$ cat src/rtl/segbuf_pkg.sv
package segbuf_pkg;

   typedef enum logic [1:0] {
      ST_STARVE = 2'b00,
      ST_HUNGRY = 2'b01,
      ST_SATED  = 2'b10
   } seg_stat_e;

endpackage

$ cat src/rtl/segbuf_cfg_decode.sv
module segbuf_cfg_decode #(
   parameter int TOTAL_SEGS = 8192,
   parameter int MAX_FIFOS  = 64,
   parameter int NSEL       = 5,
   parameter int SEL_W      = 3,
   parameter int CNT_W      = $clog2(TOTAL_SEGS + 1),
   parameter int FN_W       = $clog2(MAX_FIFOS) + 1
) (
   input  logic             clk,
   input  logic             rst_n,
   input  logic [SEL_W-1:0] sel,
   output logic             reload,
   output logic [CNT_W-1:0] load_share,
   output logic [CNT_W-1:0] cur_share,
   output logic [FN_W-1:0]  n_fifos
);
   localparam int SH_W = (NSEL > 1) ? $clog2(NSEL) : 1;
   localparam int BASE = TOTAL_SEGS / MAX_FIFOS;

   logic [SH_W-1:0] sh_dec;
   logic [SH_W-1:0] sh_q;
   logic            valid_q;

   always_comb begin
      if (int'(sel) < NSEL) sh_dec = SH_W'(sel);
      else                  sh_dec = '0;
   end

   assign reload     = !valid_q || (sh_dec != sh_q);
   assign load_share = CNT_W'(BASE) << sh_dec;
   assign cur_share  = CNT_W'(BASE) << sh_q;
   assign n_fifos    = FN_W'(MAX_FIFOS) >> sh_q;

   always_ff @(posedge clk or negedge rst_n) begin
      if (!rst_n) begin
         sh_q    <= '0;
         valid_q <= 1'b0;
      end else begin
         sh_q    <= sh_dec;
         valid_q <= 1'b1;
      end
   end
endmodule

$ cat src/rtl/segbuf_free_ctr.sv
module segbuf_free_ctr #(
   parameter int CNT_W = 14
) (
   input  logic             clk,
   input  logic             rst_n,
   input  logic             reload,
   input  logic [CNT_W-1:0] load_val,
   input  logic [CNT_W-1:0] cur_share,
   input  logic             do_alloc,
   input  logic             do_rel,
   output logic [CNT_W-1:0] free_q,
   output logic             ovf_ev,
   output logic             unf_ev
);
   logic only_a;
   logic only_r;

   assign only_a = do_alloc && !do_rel && !reload;
   assign only_r = do_rel && !do_alloc && !reload;
   assign ovf_ev = only_a && (free_q == '0);
   assign unf_ev = only_r && (free_q >= cur_share);

   always_ff @(posedge clk or negedge rst_n) begin
      if (!rst_n) begin
         free_q <= '0;
      end else if (reload) begin
         free_q <= load_val;
      end else if (only_a && !ovf_ev) begin
         free_q <= free_q - 1'b1;
      end else if (only_r && !unf_ev) begin
         free_q <= free_q + 1'b1;
      end
   end
endmodule

$ cat src/rtl/segbuf_status_enc.sv
module segbuf_status_enc
   import segbuf_pkg::*;
#(
   parameter int CNT_W    = 14,
   parameter int LOW_MARK = 6
) (
   input  logic             active,
   input  logic [CNT_W-1:0] free_cnt,
   input  logic [CNT_W-1:0] thr,
   input  logic             ebp_en,
   output seg_stat_e        code
);
   always_comb begin
      if (!active)                         code = ST_SATED;
      else if (ebp_en) begin
         if (free_cnt >= thr)               code = ST_STARVE;
         else if (free_cnt >= CNT_W'(LOW_MARK)) code = ST_HUNGRY;
         else                               code = ST_SATED;
      end
      else if (free_cnt != '0)             code = ST_STARVE;
      else                                 code = ST_SATED;
   end
endmodule

$ cat src/rtl/segbuf_flow_status.sv
module segbuf_flow_status
   import segbuf_pkg::*;
#(
   parameter int TOTAL_SEGS = 8192,
   parameter int MAX_FIFOS  = 64,
   parameter int NSEL       = 5,
   parameter int LOW_MARK   = 6,
   parameter int SEL_W      = 3,
   parameter int CNT_W      = $clog2(TOTAL_SEGS + 1),
   parameter int IDX_W      = $clog2(MAX_FIFOS)
) (
   input  logic             clk,
   input  logic             rst_n,
   input  logic [SEL_W-1:0] cfg_fifo_sel,
   input  logic [CNT_W-1:0] cfg_ebp_thr,
   input  logic             cfg_ebp_en,
   input  logic             alloc_vld,
   input  logic [IDX_W-1:0] alloc_idx,
   input  logic             rel_vld,
   input  logic [IDX_W-1:0] rel_idx,
   input  logic [IDX_W-1:0] stat_idx,
   output logic [1:0]       stat_code,
   output logic             ovf_flag,
   output logic             unf_flag
);
   localparam int FN_W = IDX_W + 1;

   if (TOTAL_SEGS % MAX_FIFOS != 0) begin : g_bad_split
      $error("TOTAL_SEGS must divide evenly by MAX_FIFOS");
   end
   if ((MAX_FIFOS & (MAX_FIFOS - 1)) != 0) begin : g_bad_pow2
      $error("MAX_FIFOS must be a power of two");
   end
   if ((MAX_FIFOS >> (NSEL - 1)) < 1) begin : g_bad_nsel
      $error("NSEL gives a FIFO count below one");
   end
   if (LOW_MARK >= TOTAL_SEGS / MAX_FIFOS) begin : g_bad_low
      $error("LOW_MARK must be below the smallest share");
   end

   logic             reload;
   logic [CNT_W-1:0] load_share;
   logic [CNT_W-1:0] cur_share;
   logic [FN_W-1:0]  n_fifos;

   segbuf_cfg_decode #(
      .TOTAL_SEGS(TOTAL_SEGS), .MAX_FIFOS(MAX_FIFOS), .NSEL(NSEL),
      .SEL_W(SEL_W), .CNT_W(CNT_W), .FN_W(FN_W)
   ) u_cfg (
      .clk(clk), .rst_n(rst_n), .sel(cfg_fifo_sel), .reload(reload),
      .load_share(load_share), .cur_share(cur_share), .n_fifos(n_fifos)
   );

   logic [CNT_W-1:0]     free_vec [MAX_FIFOS];
   logic [MAX_FIFOS-1:0] ovf_vec;
   logic [MAX_FIFOS-1:0] unf_vec;

   for (genvar i = 0; i < MAX_FIFOS; i++) begin : g_fifo
      logic act;
      logic hit_a;
      logic hit_r;
      assign act   = FN_W'(i) < n_fifos;
      assign hit_a = alloc_vld && (alloc_idx == IDX_W'(i)) && act;
      assign hit_r = rel_vld && (rel_idx == IDX_W'(i)) && act;

      segbuf_free_ctr #(.CNT_W(CNT_W)) u_ctr (
         .clk(clk), .rst_n(rst_n), .reload(reload), .load_val(load_share),
         .cur_share(cur_share), .do_alloc(hit_a), .do_rel(hit_r),
         .free_q(free_vec[i]), .ovf_ev(ovf_vec[i]), .unf_ev(unf_vec[i])
      );
   end

   always_ff @(posedge clk or negedge rst_n) begin
      if (!rst_n) begin
         ovf_flag <= 1'b0;
         unf_flag <= 1'b0;
      end else begin
         ovf_flag <= ovf_flag | (|ovf_vec);
         unf_flag <= unf_flag | (|unf_vec);
      end
   end

   logic      stat_act;
   seg_stat_e code;

   assign stat_act = {1'b0, stat_idx} < n_fifos;

   segbuf_status_enc #(.CNT_W(CNT_W), .LOW_MARK(LOW_MARK)) u_enc (
      .active(stat_act), .free_cnt(free_vec[stat_idx]), .thr(cfg_ebp_thr),
      .ebp_en(cfg_ebp_en), .code(code)
   );

   assign stat_code = code;
endmodule

$ cat config.mk
export PLATFORM = sky130hd
export DESIGN_NAME = segbuf_flow_status
export DESIGN_NICKNAME = d
export VERILOG_FILES = /design/src/rtl/segbuf_pkg.sv /design/src/rtl/segbuf_cfg_decode.sv /design/src/rtl/segbuf_free_ctr.sv /design/src/rtl/segbuf_status_enc.sv /design/src/rtl/segbuf_flow_status.sv
export SDC_FILE = /design/constraint.sdc
export NUM_CORES = 2
export LEC_CHECK = 0
export BUFFER_PORTS_ARGS = -buffer_cell sky130_fd_sc_hd__buf_2
export CAP_MARGIN = 30
export CORE_MARGIN = 2
export CORE_UTILIZATION = 35
export DETAILED_ROUTE_END_ITERATION = 8
export SLEW_MARGIN = 15
export SYNTH_ARGS = -nofsm -noshare
export SYNTH_HDL_FRONTEND = slang
export SYNTH_SLANG_ARGS = --single-unit
$ cat constraint.sdc
create_clock -name clk -period 6.6 [get_ports clk]
set_input_delay 0.66 -clock clk [delete_from_list [all_inputs] [get_ports clk]]
set_output_delay 0.66 -clock clk [all_outputs]
set_load 0.1 [all_outputs]
==> impl_results.md <==
- Crit path arrival time: roughly 5700 ps
- Initial antenna violation count: 44
- Worst EP required: approximately 5900 ps
- Setup TNS: 0 ps
- Initial core utilization: 35.14%
- Unrepaired setup endpoints after global routing: false
- Fraction of registers with async set/reset: 100.0%
- Power Total: around 17 mW
- Vias in the first global route: around 80000
- Final min period: approximately 6400 ps
- EDFF count, synth: 0
- Core Region: about 260000 µm²
- CTS sink count: 902
- Max cap viols: 0
- Register-to-register setup slack: approximately 420 ps
- Sequential power share: ~37%
- Post-Syn Instances: 10880
- Wirelength per Cell: about 26 µm
- Cell Rows: around 190
- Worst Path Max Fanout: 23
- Synth-to-Final Area Change: 10.56%
- H-tree depth: 3
- Comb power frac: a little over a fifth
- Die width: between 500 and 600 µm
- Clock group share of total power: between 40% and 50%
- Cts repair resizes: 0
- Tcrit/Tclk final: a little under 100%
- Hold_ws: between 100 and 150 ps
- Pleak: about 45 nW
- Global route total overflow: 0
- Max IR drop VDD: about 0.00023 V
- Share of layout cells above drive strength 1: approximately 8%
- Sequential element share of the synthesized area: between 20% and 30%
- First-pass GRT wire length: about 560000 µm
- CP startpoint kind: input port
- Clk_lat worst skew: about 840 ps
- Outcome: completed
- Ranking of synthesized cells by area: dfrtp_1 (25%), ha_1 (17%), nand2_1 (5.5%)
- Final Max Slew Viols: 0
- Dpl ws: between 300 and 400 ps
- Share of the synthesized area in the top cell type: approximately 25%
- Post-Route WL: a little under 400000 µm
- Fillcell total: 26480
- DP HPWL: between 200000 and 300000 µm
- Clk slew on worst S/H paths: 60 ps
- Ports: 44
- Net switching power: about 6.1 mW
- Fmax: about 0.16 GHz
- Most common cell in the netlist: nand2_1
- Total number of vias: between 80000 and 90000
- PwrDens: between 150 and 200 nW/µm²
- Post-DRT Antenna Nets: 0
- #FFs+latches synth: roughly 900
- CTS buffer count: between 100 and 150
- Top_reg_cell synth: dfrtp_1
- Max_slew headroom: 17.70%
- Most area-hungry cell type in the Yosys netlist: dfrtp_1
- Synth unique cells: 100
- Net Sw Frac: between 30% and 40%
- DRT Pass-1 Iters: 7
- CTS tree: done
- Gpl congestion: 1.087
- Clock buffer depth: 3
- Clock Skew: 52.31 ps
- Mean Syn Cell Area: about 8.5 µm²
- Largest net degree at the start of global routing: around 140
- Drt drc: 0
- Mapped Area: about 92000 µm²
- Synth Net Count: 12220
- Via density: 6.122
- DRT iter0 DRCs: ~10000
- Clock root buffer: clkbuf_16
- Finished Cell Area: 101700 µm²
- Die ar.: around 270000 µm²
- Measured slew at the worst slew-check pin: between 1000 and 1500 ps
- Buffers on Ports: 43
- GRT Total Usage: 28.09%
- WS Path Type: in2out
- Placed Instance Area: around 100000 µm²
- # setup viols final: 0
- DIE HEIGHT: ~520 µm
- Min-Delay Path Class: in2reg
- Final WS setup: roughly 230 ps
- Synth top cells by count: nand2_1 (1351), ha_1 (1235), a21oi_1 (956), dfrtp_1 (902), o21ai_0 (894)
- Post-layout nets: between 10000 and 15000
- Fin. Hold Viols: 0
- P_int: approximately 11 mW
- CP Capture Type: primary output
- Synth Warn #: 0
==> logic make-up after synthesis <==
family                   synth area share (%)
AO/OA/AOI/OAI                           22.06
XOR/XNOR                                5.692
adder cells (fa/ha/maj)                 18.19
buffers and inverters                   3.449
flip-flops                              24.54
multiplexers                            7.051
other                                0.004077
AND/OR/NAND/NOR                         19.01
==> state kept, by name, indices dropped and copies added (netlist names) <==
register             cells
g_fifo.u_ctr.free_q    896
ovf_flag                 1
u_cfg.sh_q               3
u_cfg.valid_q            1
unf_flag                 1
==> critical path, stage by stage <==
cell	delay [ps]
buf_8	330
buf_4	380
mux4_2	590
mux2i_1	140
o21ai_0	90
a31oi_1	870
a221oi_1	360
ha_1	420
nand4_1	90
o311ai_0	380
nor3_1	80
a21oi_1	300
o31a_1	200
o22ai_1	60
a21o_1	320
buf_2	350
==> final timing paths <==
kind / cells past startpoint / startpoint / to
min: 2 / cfg_fifo_sel[1] / u_cfg.sh_q[2]
min in group asynchronous: 2 / rst_n / g_fifo[20].u_ctr.free_q[7]
max reg2reg: 16 / u_cfg.sh_q[1] / g_fifo[62].u_ctr.free_q[13]
min reg2reg: 2 / g_fifo[33].u_ctr.free_q[1] / g_fifo[33].u_ctr.free_q[1]
max: 16 / stat_idx[0] / stat_code[1]
max in group asynchronous: 4 / rst_n / g_fifo[37].u_ctr.free_q[6]
==> placed cells by master (no fill, tap or decap), types with 120 or more instances in the layout <==
| cell type | count |
|---|---|
| o21ai_0 | 894 |
| nor4_1 | 224 |
| nor2_1 | 595 |
| clkbuf_16 | 120 |
| nand3_1 | 340 |
| o211ai_1 | 123 |
| buf_4 | 255 |
| mux2i_1 | 153 |
| a211oi_1 | 169 |
| a21o_1 | 135 |
| a21oi_1 | 956 |
| o41ai_1 | 177 |
| ha_1 | 1235 |
| inv_1 | 360 |
| xnor2_1 | 441 |
| or3_1 | 173 |
| nor2b_1 | 182 |
| o31ai_1 | 235 |
| dfrtp_1 | 902 |
| nor3_1 | 337 |
| nand2_1 | 1346 |
| mux4_2 | 204 |
| xor2_1 | 155 |
==> what timing repair did <==
action | 4_1_cts | 5_1_grt
hold buffers | 1 | 0
setup buffers | 0 | 0
hold endpoints to repair | 73 | 0
setup endpoints to repair | 0 | 0
==> layout make-up <==
cell class	instances	area, µm²	share of cell area, %
timing repair buffer	322	2609	2.565
antenna	24	60.06	0.05905
clock inverter	60	873.3	0.8587
tap	3515	4398	4.324
sequential	902	22570	22.19
inverter	364	1366	1.343
clock buffer	158	3376	3.319
multi-input combinational	9200	66450	65.33
==> routing by layer <==
layer  wire length [µm]  global-route usage [%]
met5                137                       0
met4              25870                   16.83
met3              40460                   7.716
met2             158500                   40.58
met1             159300                   37.14
==> power groups by stage <==
stage / combinational, mW / clock (mW) / sequential [mW]
6_report: 3.80 / 7.24 / 6.37
5_1_grt: 4.11 / 7.55 / 6.37
4_1_cts: 3.70 / 7.36 / 6.34
3_5_place_dp: 3.68 / 0 / 6.44
3_3_place_gp: 3.65 / 0 / 6.45
2_1_floorplan: 2.38 / 0 / 6.15
==> through the flow <==
| step | std cells | utilization (%) |
|---|---|---|
| 2_1_floorplan | 10880 | - |
| 3_3_place_gp | 14290 | 37.16 |
| 3_5_place_dp | 14300 | 37.18 |
| 4_1_cts | 14520 | 38.81 |
| 5_1_grt | 14540 | 38.84 |
| 6_report | 14550 | 38.85 |
Note: power is estimated with default switching activity, not from simulation.
